## src/rtl/burst_pkg.sv

```systemverilog
package burst_pkg;
  localparam int BEAT_W = 2;

  typedef enum logic {
    ORD_LINEAR = 1'b0,
    ORD_XOR    = 1'b1
  } order_e;
endpackage

```

## src/rtl/rst_sync.sv

```systemverilog
module rst_sync #(
  parameter int STAGES = 2
) (
  input  logic clk,
  input  logic rst_n,
  output logic rst_sync_n
);
  logic [STAGES-1:0] chain_q;
  logic [STAGES-1:0] chain_d;

  always_comb begin
    chain_d = {chain_q[STAGES-2:0], 1'b1};
  end

  always_ff @(posedge clk or negedge rst_n) begin
    if (!rst_n) chain_q <= '0;
    else        chain_q <= chain_d;
  end

  assign rst_sync_n = chain_q[STAGES-1];
endmodule

```

## src/rtl/beat_counter.sv

```systemverilog
module beat_counter #(
  parameter int W = burst_pkg::BEAT_W
) (
  input  logic         clk,
  input  logic         rst_n,
  input  logic         ce,
  input  logic         clr,
  input  logic         inc,
  output logic [W-1:0] cnt
);
  localparam logic [W-1:0] STEP = W'(1);

  logic [W-1:0] cnt_q;
  logic [W-1:0] cnt_d;

  always_comb begin
    cnt_d = cnt_q;
    if (ce) begin
      if (clr)      cnt_d = '0;
      else if (inc) cnt_d = cnt_q + STEP;
    end
  end

  always_ff @(posedge clk or negedge rst_n) begin
    if (!rst_n) cnt_q <= '0;
    else        cnt_q <= cnt_d;
  end

  assign cnt = cnt_q;

  AST_CNT_STEP_WRAP: assert property (@(posedge clk) disable iff (!rst_n)
    ce && inc && !clr |=> cnt_q == $past(cnt_q) + STEP);
  AST_CNT_FROZEN: assert property (@(posedge clk) disable iff (!rst_n)
    !ce |=> $stable(cnt_q));
endmodule

```

## src/rtl/beat_seq.sv

```systemverilog
module beat_seq #(
  parameter int ADDR_W = 18,
  parameter int BEAT_W = burst_pkg::BEAT_W
) (
  input  logic [ADDR_W-1:0]   base,
  input  logic [BEAT_W-1:0]   cnt,
  input  burst_pkg::order_e   order,
  output logic [ADDR_W-1:0]   addr
);
  localparam int HI_W = ADDR_W - BEAT_W;

  logic [BEAT_W-1:0] lin_lo;
  logic [BEAT_W-1:0] xor_lo;
  logic [BEAT_W-1:0] sel_lo;

  always_comb begin
    lin_lo = base[BEAT_W-1:0] + cnt;
    xor_lo = base[BEAT_W-1:0] ^ cnt;
    sel_lo = (order == burst_pkg::ORD_XOR) ? xor_lo : lin_lo;
  end

  generate
    if (HI_W > 0) begin : g_hi
      assign addr = {base[ADDR_W-1:BEAT_W], sel_lo};
    end else begin : g_lo_only
      assign addr = sel_lo[ADDR_W-1:0];
    end
  endgenerate
endmodule

```

## src/rtl/burst_ctrl.sv

```systemverilog
module burst_ctrl #(
  parameter int ADDR_W = 18
) (
  input  logic              clk,
  input  logic              rst_n,
  input  logic              ce,
  input  logic              ld_n,
  input  logic              sel_ok,
  input  logic [ADDR_W-1:0] ext_addr,
  input  logic              wr_in,
  output logic [ADDR_W-1:0] base,
  output logic              dir,
  output logic              active,
  output logic              cnt_clr,
  output logic              cnt_inc
);
  logic [ADDR_W-1:0] base_q, base_d;
  logic              dir_q, dir_d;
  logic              act_q, act_d;
  logic              start_ok;
  logic              start_bad;

  always_comb begin
    start_ok  = !ld_n && sel_ok;
    start_bad = !ld_n && !sel_ok;
    base_d    = base_q;
    dir_d     = dir_q;
    act_d     = act_q;
    if (ce) begin
      if (start_ok) begin
        base_d = ext_addr;
        dir_d  = wr_in;
        act_d  = 1'b1;
      end else if (start_bad) begin
        act_d  = 1'b0;
      end
    end
    cnt_clr = start_ok;
    cnt_inc = ld_n && act_q;
  end

  always_ff @(posedge clk or negedge rst_n) begin
    if (!rst_n) begin
      base_q <= '0;
      dir_q  <= 1'b0;
      act_q  <= 1'b0;
    end else begin
      base_q <= base_d;
      dir_q  <= dir_d;
      act_q  <= act_d;
    end
  end

  assign base   = base_q;
  assign dir    = dir_q;
  assign active = act_q;

  AST_START_CAPTURE: assert property (@(posedge clk) disable iff (!rst_n)
    ce && !ld_n && sel_ok |=> act_q && base_q == $past(ext_addr) && dir_q == $past(wr_in));
  AST_DESEL_ENDS: assert property (@(posedge clk) disable iff (!rst_n)
    ce && !ld_n && !sel_ok |=> !act_q && $stable(base_q) && $stable(dir_q));
  AST_ADV_KEEPS_DIR: assert property (@(posedge clk) disable iff (!rst_n)
    ld_n |=> $stable(dir_q) && $stable(base_q));
  AST_IDLE_ADV: assert property (@(posedge clk) disable iff (!rst_n)
    ld_n && !act_q |=> !act_q);
  AST_CTRL_FROZEN: assert property (@(posedge clk) disable iff (!rst_n)
    !ce |=> $stable(act_q) && $stable(base_q) && $stable(dir_q));
endmodule

```

## src/rtl/burst_addr_gen.sv

```systemverilog
module burst_addr_gen #(
  parameter int ADDR_W    = 18,
  parameter int RST_STAGE = 2
) (
  input  logic              clk,
  input  logic              rst_n,
  input  logic              clk_en,
  input  logic              ld_n,
  input  logic              sel_ok,
  input  logic              order_sel,
  input  logic [ADDR_W-1:0] ext_addr,
  input  logic              wr_in,
  output logic [ADDR_W-1:0] beat_addr,
  output logic              beat_wr,
  output logic              beat_valid
);
  localparam int BEAT_W = burst_pkg::BEAT_W;

  logic              rst_int_n;
  logic [ADDR_W-1:0] base;
  logic              dir;
  logic              active;
  logic              cnt_clr;
  logic              cnt_inc;
  logic [BEAT_W-1:0] cnt;
  burst_pkg::order_e order;

  assign order = burst_pkg::order_e'(order_sel);

  rst_sync #(.STAGES(RST_STAGE)) i_rst_sync (
    .clk        (clk),
    .rst_n      (rst_n),
    .rst_sync_n (rst_int_n)
  );

  burst_ctrl #(.ADDR_W(ADDR_W)) i_ctrl (
    .clk      (clk),
    .rst_n    (rst_int_n),
    .ce       (clk_en),
    .ld_n     (ld_n),
    .sel_ok   (sel_ok),
    .ext_addr (ext_addr),
    .wr_in    (wr_in),
    .base     (base),
    .dir      (dir),
    .active   (active),
    .cnt_clr  (cnt_clr),
    .cnt_inc  (cnt_inc)
  );

  beat_counter #(.W(BEAT_W)) i_cnt (
    .clk   (clk),
    .rst_n (rst_int_n),
    .ce    (clk_en),
    .clr   (cnt_clr),
    .inc   (cnt_inc),
    .cnt   (cnt)
  );

  beat_seq #(.ADDR_W(ADDR_W), .BEAT_W(BEAT_W)) i_seq (
    .base  (base),
    .cnt   (cnt),
    .order (order),
    .addr  (beat_addr)
  );

  assign beat_wr    = dir;
  assign beat_valid = active;

  AST_UPPER_FIXED: assert property (@(posedge clk) disable iff (!rst_int_n)
    ld_n |=> beat_addr[ADDR_W-1:BEAT_W] == $past(beat_addr[ADDR_W-1:BEAT_W]));
  AST_START_ADDR: assert property (@(posedge clk) disable iff (!rst_int_n)
    clk_en && !ld_n && sel_ok |=> beat_addr == $past(ext_addr));
  AST_IDLE_VALID_LOW: assert property (@(posedge clk) disable iff (!rst_int_n)
    clk_en && ld_n && !beat_valid |=> !beat_valid && $stable(beat_addr) || $changed(order_sel));
endmodule

```

## config.mk

```make
export PLATFORM = sky130hd
export DESIGN_NAME = burst_addr_gen
export DESIGN_NICKNAME = d
export VERILOG_FILES = /design/src/rtl/burst_pkg.sv /design/src/rtl/rst_sync.sv /design/src/rtl/beat_counter.sv /design/src/rtl/beat_seq.sv /design/src/rtl/burst_ctrl.sv /design/src/rtl/burst_addr_gen.sv
export SDC_FILE = /design/constraint.sdc
export NUM_CORES = 1
export LEC_CHECK = 0
export BUFFER_PORTS_ARGS = -buffer_cell sky130_fd_sc_hd__buf_2
export CORE_MARGIN = 2
export CORE_UTILIZATION = 51
export DETAILED_ROUTE_END_ITERATION = 10
export PLACE_DENSITY_LB_ADDON = 0.08
export SLEW_MARGIN = 5
export SYNTH_ARGS = -nofsm -noshare
export SYNTH_HDL_FRONTEND = slang
export SYNTH_SLANG_ARGS = --single-unit
```

## constraint.sdc

```tcl
create_clock -name clk -period 1.66 [get_ports clk]
set_clock_uncertainty 0.2 [all_clocks]
set_input_delay 0.166 -clock clk [delete_from_list [all_inputs] [get_ports clk]]
set_output_delay 0.166 -clock clk [all_outputs]
set_load 0.02 [all_outputs]
```

# Yosys cells after proc, flatten, opt, wreduce, memory -nomap -nowiden
# Cells that the tools add are included.
# classes
add_sub_neg	2
multipliers	0
div	0
n_lt_le_gt_ge	0
n_eq_ne	0
shift	0
n_mux	5
bitwise_logic	1
reduce_logical	10
# ops
op	count
$mux W2	3
$reduce_and A2 Y1	3
$reduce_bool A2 Y1	2
$logic_and A1 B1 Y1	3
$add A2 B1 Y2 const B	1
$add A2 B2 Y2	1
$logic_not A1 Y1	2
$mux W1	2
$xor A2 B2 Y2	1
# totals
regBits	24
latchBits	0
mem_bits_rw	0
mem_bits_ro	0
inputBits	25
output_inout_bits	20
n_memories	0

# Logic depth before layout (Yosys ltp)
# Gate-level depths: netlist (run 1).
# depth
depth_word	4
mapped_depth	3
mapped_depth_nobuf	3

# Modules after synthesis
# A second synthesis (run 1) with hierarchy kept.
# hier_totals
hier_cells	82
area_unflattened_um2	1172.4
# by_module_without_submodules
module	n_inst	cells_each	area_per_inst_um2
burst_ctrl	1	47	858.3
beat_seq	1	20	156.4
beat_counter	1	12	103.8
rst_sync	1	3	53.8

# Worst setup path after synthesis (run 1)
# No wires, ideal clock.
# synth_timing
path_type	register to output
start	register i_cnt.cnt_q[0] (netlist: i_cnt.cnt[0])
end	output port beat_addr[1]
arrival_time_ps	1078
required_time_ps	1294
slack_ps	216
stages_incl_launch_ff	4
n_path_buf	0
cell_sequence	dfrtp_1 ha_1 nor2b_1 xnor2_1
# synth_between
elab_chain_len	2
# synth_lines
item	line_no	text
start: declaration	beat_counter.sv:13	logic [W-1:0] cnt_q;
start signal: assignment	beat_counter.sv:26	else cnt_q <= cnt_d;
$add A2 B2 Y2	beat_seq.sv:17	lin_lo = base[BEAT_W-1:0] + cnt;
$mux W2	beat_seq.sv:19	sel_lo = (order == burst_pkg::ORD_XOR) ? xor_lo : lin_lo;
end: declaration	burst_addr_gen.sv:13	output logic [ADDR_W-1:0] beat_addr,
# No other way between the ends.

# Worst setup path after layout (run 1)
# Same ends and word-level chain as after synthesis.

==> run metrics, run 1 <==
Power Density between 1000 and 1500 nW/um2; global-route usage over all layers 0.165; failing checks negative setup slack; ys async rst share 1.00; # setup viols final 1; Via Count 737; max incr delay on CP ~0.41 ns; largest cells by area after synthesis dfrtp_1 52%, mux2_4 25%, buf_4 10%, buf_6 1.9%, nand3b_4 1.7%; non-filler cells in the finished layout about 160; Rows 17; Setup crit end kind primary output; Clock Sinks 24; Placed Area 1280 um2; Seq/Total Area, Yosys 0.518; Worst Path Max Fanout 2; dpl hpwl about 1200 um; GRT Residual Overflow 0; antenna viol nets, final 0; Design Power 1.83 mW; Pins Over Slew Limit 0; Syn-to-layout area delta 36.9%; RSZ-0062 raised after global routing true; final hold slack 0.0164 ns; final wirelength roughly 2000 um; WP buf/inv 1; first-pass GRT wire length 3150 um; Top FF cell, synth dfrtp_1; Remaining DRCs 0; Die X-Extent 51.7 um; Post-Layout Inst Area 1590 um2; syn nets 105; GRT met3 Usage 0.0287; CTS root buffer clkbuf_4; drt pass-1 iters 2; maximum number of pins on one net before global-route repair 23; initial antenna violation count 0; final worst slack -0.0142 ns; TritonCTS clock tree done; Post-Syn Instances 79; status finished, violations left; IO buf count 44; FMAX 0.597 GHz; CTS clk-pin slew, worst paths 0.14 ns; CTS H-tree lvls 1; Vias/cell 4.58; worst vdd ir roughly 0.00065 V; Final Util 0.725; yosys warns 0; Post-synth EDFFs 0; Die ar. 2670 um2; largest area contributor in the netlist dfrtp_1; Place WS just over 0.2 ns; final hold viol count 0; startpoint types flip-flop; fraction of layout instances using a drive strength above 1 0.564; met2 usage 0.282; Hold Path Class reg2async; Final period util 1.01; crit path kind reg2out; Yosys top cell area share 0.518; placed insts 134; number of library cell types mapped by synthesis 16; LEAKAGE 0.849 nW; Crit path required time approximately 1.3 ns; Crit path arrival time 1.31 ns; count leader, synth dfrtp_1; CP max-delay cell dfrtp_1; min cycle time layout 1.67 ns; Mean Syn Cell Area 14.7 um2; Nets 160; post-DR wirelength/cell 12.6 um; Skew-Pair Late Insertion Delay 0.31 ns; Synth Cell Area 1160 um2; Fin Setup TNS -0.0142 ns; top cells by count, synth 24 x dfrtp_1, 19 x mux2_4, 16 x buf_4, 4 x nand2_1, 3 x o21ai_0; Max Cap Violations 0; vias in the first global route 734; Final GP Congestion 0.763; CTS buffer count 3; family with the most delay on the worst path flip-flops; initial core utilization 0.529; area of the core 2190 um2; # diodes 0; GRT busiest layer met2; Filler Cells Inserted 142; Top Ports 45; Synth Register Bits 24; met1 usage 0.198; CTS max path bufs 2; initial drt markers 2; Die Y just over 50 um; sequence of cells on the critical path ha_2 -> nor2b_4 -> xnor2_2 -> buf_4
-- logic make-up (layout without fill, tap and decap cells) --
kind of cell,after synthesis,in the layout,synth area share
muxes,20,20,0.255
and+or+nand+nor,7,7,0.0453
other,1,1,0.00323
xor gates and xnor gates,2,2,0.0151
buffers and inverters,19,73,0.126
DFF,24,24,0.518
AOI/OAI and AO/OA,5,5,0.0270
adders and majority gates,1,1,0.0108
-- path summary, 6_finish.rpt --
kind	start	to	slack, ns	cells past startpoint
worst max-delay path	i_cnt.cnt[0]	beat_addr[1]	-0.01	4
worst min register to register	i_rst_sync.chain_q[1]	i_ctrl.base[3]	0.02	1
worst min-delay path	i_rst_sync.chain_q[1]	i_ctrl.base[3]	0.02	1
min in group clk	clk_en	i_ctrl.active	0.02	4
worst max register to register	i_cnt.cnt[0]	i_cnt.cnt[1]	0.38	4
max in group asynchronous	rst_n	i_rst_sync.chain_q[1]	0.65	3
-- cell usage in the layout, fill, tap and decap left out, drive strengths merged --
cell / n
clkbuf: 3
nor2b: 1
a21boi: 1
buf: 46
nand2: 4
xnor2: 2
dlygate4sd3: 22
o21ai: 3
inv: 1
mux2i: 1
conb: 1
bufinv: 1
a22o: 1
nand3b: 1
mux2: 19
ha: 1
and4b: 1
dfrtp: 24
-- state kept, by name, summed over array words and instances, names as in the netlist --
name / flops
i_cnt.cnt: 2
i_rst_sync.chain_q: 2
i_ctrl.base: 18
i_ctrl.active: 1
i_ctrl.dir: 1
-- per-layer routing --
| layer | vias to the layer above | routed length, um |
|---|---|---|
| li1 | 357 | - |
| met2 | 24 | 1050 |
| met5 | - | 0 |
| met3 | 2 | 99 |
| met1 | 354 | 858 |
| met4 | 0 | 11 |
-- repair_timing --
action | in CTS | in global routing
pin swaps | 2 | 1
gates resized for setup | 3 | 3
endpoints found under the setup margin | 1 | 1
buffers inserted | 1 | 0
hold endpoints to repair | 24 | 0
hold buffers | 22 | 0
cloned | 0 | 0
-- report_power, final --
part           switching, mW  internal, mW  total (mW)
clock network          0.175         0.244       0.419
logic                  0.293         0.348       0.640
registers             0.0771         0.696       0.773
total                  0.544          1.29        1.83
-- layout make-up --
cell class,instances,area [um2],share of cell area
multi-input combinational,36,438,0.276
sequential,24,601,0.378
timing repair buffer,68,458,0.288
tap,28,35.0,0.0221
inverter,1,3.75,0.00236
clock inverter,1,30.0,0.0189
clock buffer,3,22.5,0.0142
(Power assumes the default switching activity.)
==> run 2: changes to the inputs <==
CORE_ASPECT_RATIO = 1.5   (was default)
RECOVER_POWER = 25   (was default)
==> run 2 against run 1 <==
Wire length is 3.7% higher. Power is 8.3% lower. Fmax is 1.0% higher. Die area is 0.28% higher. Setup slack better by 0.017 ns. The flow now finishes without violations. Global-route usage is 1.2 points higher. Hold slack better by 0.014 ns. Count of clock-buffer cells in the layout stayed put. Combinational power is 4.1% higher. Register-to-register slack worse by 0.13 ns.
==> run metrics, run 2 (synthesis gave the netlist of run 1 again) <==
LEAKAGE 0.844 nW (was 0.849 nW); # diodes 0 (unchanged); initial antenna violation count 0 (unchanged); Sw Pwr 0.535 mW (was 0.544 mW); initial drt markers 8 (was 2); Pins Over Slew Limit 0 (unchanged); Reg area 602 um2 (was 601 um2); Final GP Congestion 0.662 (was 0.763); Place WS 0.206 ns (was 0.208 ns); worst vdd ir 0.000710 V (was 0.000646 V); RSZ-0062 raised after global routing true (unchanged); register share of total power 0.463 (was 0.422); CTS root buffer clkbuf_4 (unchanged); Via Count 766 (was 737); CTS H-tree lvls 1 (unchanged); FMAX 0.603 GHz (was 0.597 GHz); max FFs per register 18 (unchanged); global-route usage over all layers 0.177 (was 0.165); startpoint types flip-flop (unchanged); final hold viol count 0 (unchanged); Syn-to-layout area delta 35.7% (was 36.9%); commonest non-fill, non-tap cell in the layout buf_2 (unchanged); Skew-Pair Late Insertion Delay 0.29 ns (was 0.31 ns); final worst slack 0.00264 ns (was -0.0142 ns); most frequent cells in the layout 43 x buf_2, 23 x dlygate4sd3_1, 23 x dfrtp_1 (was 43 x buf_2, 24 x dfrtp_1, 22 x dlygate4sd3_1); post-DR wirelength/cell 13.3 um (was 12.6 um); IO buf count 44 (unchanged); M1 WL 821 um (was 858 um); Die Y 62.4 um (was 51.7 um); Power Density 1070 nW/um2 (was 1150 nW/um2); Crit path required time 1.29 ns (about the same); Final period util 0.998 (was 1.01); Vias/cell 4.85 (was 4.58); placed insts 129 (was 134); drt pass-1 iters 4 (was 2); crit path kind reg2out (unchanged); Nets 163 (was 160); Crit path arrival time 1.29 ns (was 1.31 ns); CTS max path bufs 2 (unchanged); WP buf/inv 1 (unchanged); Die X-Extent 42.9 um (was 51.7 um); final wirelength 2100 um (was 2020 um); top sig layer met4 (unchanged); Clock Sinks 24 (unchanged); Hold Path Class in2reg (was reg2async); GRT Residual Overflow 0 (unchanged); met2 WL 1130 um (was 1050 um); Worst Path Max Fanout 2 (unchanged); Power Internal 1.14 mW (was 1.29 mW); Min-Delay Startpoint clk_en; non-filler cells in the finished layout 158 (was 161); CP max-delay cell dfrtp_1 (unchanged); crit path launch i_ctrl.base[0] (was i_cnt.cnt[0]); max incr delay on CP 0.41 ns (about the same); area of the core 2180 um2 (was 2190 um2); Remaining DRCs 0 (unchanged); Final Util 0.722 (was 0.725); vias in the first global route 829 (was 734); TritonCTS clock tree done (unchanged); min cycle time layout 1.66 ns (was 1.67 ns); combinational power share 0.397 (was 0.350); initial core utilization 0.532 (was 0.529); routed wl met3 113 um (was 99 um); Clk pwr share 0.140 (was 0.229); family with the most delay on the worst path flip-flops (unchanged); # setup viols final 0 (was 1); CTS clk-pin slew, worst paths 0.12 ns (was 0.14 ns); Worst slew margin 0.418; maximum number of pins on one net before global-route repair 21 (was 23); Die ar. 2680 um2 (was 2670 um2); fraction of layout instances using a drive strength above 1 0.563 (was 0.564); Design Power 1.68 mW (was 1.83 mW); Setup crit end kind primary output (unchanged); sw frac 0.318 (was 0.297); CTS buffer count 3 (unchanged); Fin Setup TNS 0 ns (was -0.0142 ns); antenna viol nets, final 0 (unchanged); Max Cap Violations 0 (unchanged); Filler Cells Inserted 164 (was 142); sequence of cells on the critical path ha_2 -> nor2b_4 -> xnor2_2 -> buf_4 (unchanged); area of the multi-input gates 438 um2 (unchanged); RR Startpoint i_cnt.cnt[0] (unchanged); Rows 21 (was 17); first-pass GRT wire length 3660 um (was 3150 um); Top Ports 45 (unchanged); slew of the pin with the lowest slew margin 0.873 ns; dpl hpwl 1390 um (was 1190 um); status complete, no violations (was finished, violations left)
==> run 2: final timing paths <==
path | depth (start not counted) | end | slack [ns]
max | 4 | beat_addr[1] | 0.003
min | 4 | i_ctrl.active | 0.03
max reg2reg | 5 | i_cnt.cnt[1] | 0.25
min reg2reg | 0 | i_rst_sync.chain_q[1] | 0.19
max in group asynchronous | 1 | i_cnt.cnt[1] | 0.41
min in group asynchronous | 1 | i_ctrl.active | 0.26
==> run 2: area by class of cell <==
cell class / instances / share of cell area
tap: 23 / 0.0183
multi-input combinational: 36 / 0.278
sequential: 24 / 0.382
inverter: 1 / 0.00238
clock buffer: 3 / 0.0143
timing repair buffer: 71 / 0.304
==> run 2: tightest hold or removal path, delay by kind of cell <==
kind | cells | cell delay (ns)
buffers and inverters | 2 | 0.19
AND/OR/NAND/NOR | 1 | 0.07
AO/OA/AOI/OAI | 1 | 0.08
==> run 2: power by group through the flow <==
stage	clock network [mW]	logic, mW	registers (mW)
after floorplan	0	0.477	0.782
after global placement	0	0.534	0.780
after detailed placement	0	0.543	0.784
after CTS	0.242	0.638	0.767
after global routing	0.278	0.712	0.796
final	0.235	0.666	0.778
==> run 2: timing repair <==
action / CTS / global route
gates resized for setup: 5 / 2
hold buffers: 23 / 0
hold endpoints to repair: 29 / 0
pin swaps: 2 / 3
cloned: 0 / 0
setup buffers: 1 / 2
setup endpoints to repair: 1 / 1
==> run 2: per-layer routing <==
metal | up-vias | global-route usage
li1 | 362 | -
met1 | 373 | 0.212
met2 | 27 | 0.307
met3 | 4 | 0.0347
met4 | 0 | 0.0682
met5 | - | 0
==> run 2: stage by stage <==
step                cell area, um2  hold WS (ns)
finish                        1570        0.0304
CTS                           1550        0.0167
global placement              1270        -0.248
detailed placement            1270        -0.243
global route                  1570        0.0229
floorplan                     1160        -0.330
==> run 3: changes to the inputs <==
CAP_MARGIN = 30   (was default)
CORE_UTILIZATION = 47   (was 51)
clock period = 1.9 ns   (was 1.66 ns; I/O delays follow)
==> run 3 against run 2 <==
Hold slack worse by 0.020 ns. Setup slack better by 0.14 ns. Count of clock-buffer cells in the layout is 1 higher. Global-route usage is 3.1 points lower. Sequential power is 13% lower. Register-to-register slack better by 0.38 ns. Wire length is 9.0% lower. Highest routed layer unchanged.
==> run metrics, run 3 (synthesis gave the netlist of run 1 again) <==
CP max-delay cell dfrtp_1 (unchanged); Skew-Pair Late Insertion Delay 0.30 ns (was 0.29 ns); Nets 159 (was 163); vias in the first global route 760 (was 829); CTS H-tree lvls 1 (unchanged); Fin Setup TNS 0 ns (unchanged); # diodes 0 (unchanged); max FFs per register 18 (unchanged); Hold Path Class reg2async (was in2reg); worst vdd ir 0.000435 V (was 0.000710 V); Worst Path Max Fanout 5 (was 2); Die Y 64.8 um (was 62.4 um); Design Power 1.43 mW (was 1.68 mW); startpoint types flip-flop (unchanged); placed insts 130 (was 129); Filler Cells Inserted 195 (was 164); LEAKAGE 0.823 nW (was 0.844 nW); min cycle time layout 1.76 ns; Die X-Extent 44.6 um (was 42.9 um); final wirelength 1910 um (was 2100 um); GRT Residual Overflow 0 (unchanged); Power Density 937 nW/um2 (was 1070 nW/um2); Via Count 729 (was 766); TritonCTS clock tree done (unchanged); Crit path arrival time 1.37 ns (was 1.29 ns); combinational power share 0.347 (was 0.397); Setup crit end kind primary output (unchanged); Clock Sinks 24 (unchanged); Die ar. 2890 um2 (was 2680 um2); FMAX 0.568 GHz; register share of total power 0.473 (was 0.463); first-pass GRT wire length 3170 um (was 3660 um); RSZ-0062 raised after global routing false (was true); final hold slack 0.0105 ns (was 0.0304 ns); Vias/cell 4.67 (was 4.85); initial antenna violation count 0 (unchanged); Remaining DRCs 0 (unchanged); sw frac 0.310 (was 0.318); post-DR wirelength/cell 12.2 um (was 13.3 um); most frequent cells in the layout 44 x buf_2, 24 x dfrtp_1, 22 x dlygate4sd3_1 (was 43 x buf_2, 23 x dlygate4sd3_1, 23 x dfrtp_1); Final GP Congestion 0.695 (was 0.662); area of the core 2390 um2 (was 2180 um2); global-route usage over all layers 0.146 (was 0.177); fraction of layout instances using a drive strength above 1 0.523 (was 0.563); non-filler cells in the finished layout 156 (was 158); commonest non-fill, non-tap cell in the layout buf_2 (unchanged); Pins Over Slew Limit 0 (unchanged); # setup viols final 0 (unchanged); initial drt markers 12 (was 8); IO buf count 44 (unchanged); initial core utilization 0.484 (was 0.532); crit path kind reg2out (unchanged); Max Cap Violations 0 (unchanged); slew of the pin with the lowest slew margin 0.569 ns (was 0.873 ns); CTS clk-pin slew, worst paths 0.12 ns (about the same); Crit path required time 1.51 ns (was 1.29 ns); Rows 22 (was 21); Clk pwr share 0.180 (was 0.140); Reg2Reg Depth 1 (was 5); Final period util 0.926; final hold viol count 0 (unchanged); sequence of cells on the critical path ha_1 -> nor2b_1 -> xnor2_1 -> buf_2 (was ha_2 -> nor2b_4 -> xnor2_2 -> buf_4); CTS max path bufs 2 (unchanged); Worst slew margin 0.620 (was 0.418); Syn-to-layout area delta 31.7% (was 35.7%); maximum number of pins on one net before global-route repair 21 (unchanged); Top Ports 45 (unchanged); Sw Pwr 0.443 mW (was 0.535 mW); antenna viol nets, final 0 (unchanged); max incr delay on CP 0.45 ns (was 0.41 ns); status complete, no violations (unchanged); Power Internal 0.987 mW (was 1.14 mW); Placed Area 1270 um2 (about the same); Post-Layout Inst Area 1530 um2 (was 1570 um2); CTS buffer count 3 (unchanged); CTS root buffer clkbuf_4 (unchanged); drt pass-1 iters 4 (unchanged)
-- run 3: cell types whose count changed in the layout (fill, tap and decap cells not counted), sizes merged --
cell and change:
buf -3, clkbuf +1, dlygate4sd3 -1
-- run 3: worst paths after layout --
path / start / end / slack, ns
min: i_rst_sync.chain_q[1] / i_ctrl.base[3] / 0.01
max in group asynchronous: i_rst_sync.chain_q[1] / i_ctrl.base[12] / 0.63
max: i_cnt.cnt[0] / beat_addr[1] / 0.14
min reg2reg: i_rst_sync.chain_q[1] / i_ctrl.base[3] / 0.01
min in group clk: clk_en / i_ctrl.active / 0.04
max reg2reg: i_rst_sync.chain_q[1] / i_ctrl.base[12] / 0.63
-- run 3: per-stage QoR --
step,util,setup WS [ns]
floorplan,-,0.432
global placement,0.532,0.442
detailed placement,0.532,0.421
CTS,0.639,0.0965
global route,0.638,0.0403
finish,0.638,0.140
-- run 3: area by class of cell --
class	instances	area, um2	area share
sequential	24	601	0.393
tap	24	30.0	0.0197
multi-input combinational	36	413	0.270
clock buffer	4	36.3	0.0238
timing repair buffer	67	444	0.291
inverter	1	3.75	0.00246
-- run 3: layer usage --
metal	GRT usage	wire, um
met5	0	0
met4	0.0568	14
met3	0.0251	117
met2	0.245	974
met1	0.181	803
-- run 3: worst max-delay path: cells and delay by family, from the launching register on --
family / cells / cell delay [ns]
xor gates and xnor gates: 1 / 0.12
buffers and inverters: 1 / 0.18
and+or+nand+nor: 1 / 0.13
adders and majority gates: 1 / 0.19
DFF: 1 / 0.45
-- run 3: timing repair --
item	in CTS	in global routing
setup buffers	0	0
gates resized for setup	0	0
hold buffers	22	0
hold endpoints to repair	24	0
-- run 3: power groups by stage --
stage	sequential [mW]	clock [mW]	combinational, mW
after global routing	0.696	0.286	0.534
final	0.677	0.258	0.496
after global placement	0.685	0	0.465
after detailed placement	0.688	0	0.469
after CTS	0.678	0.275	0.504
after floorplan	0.683	0	0.417
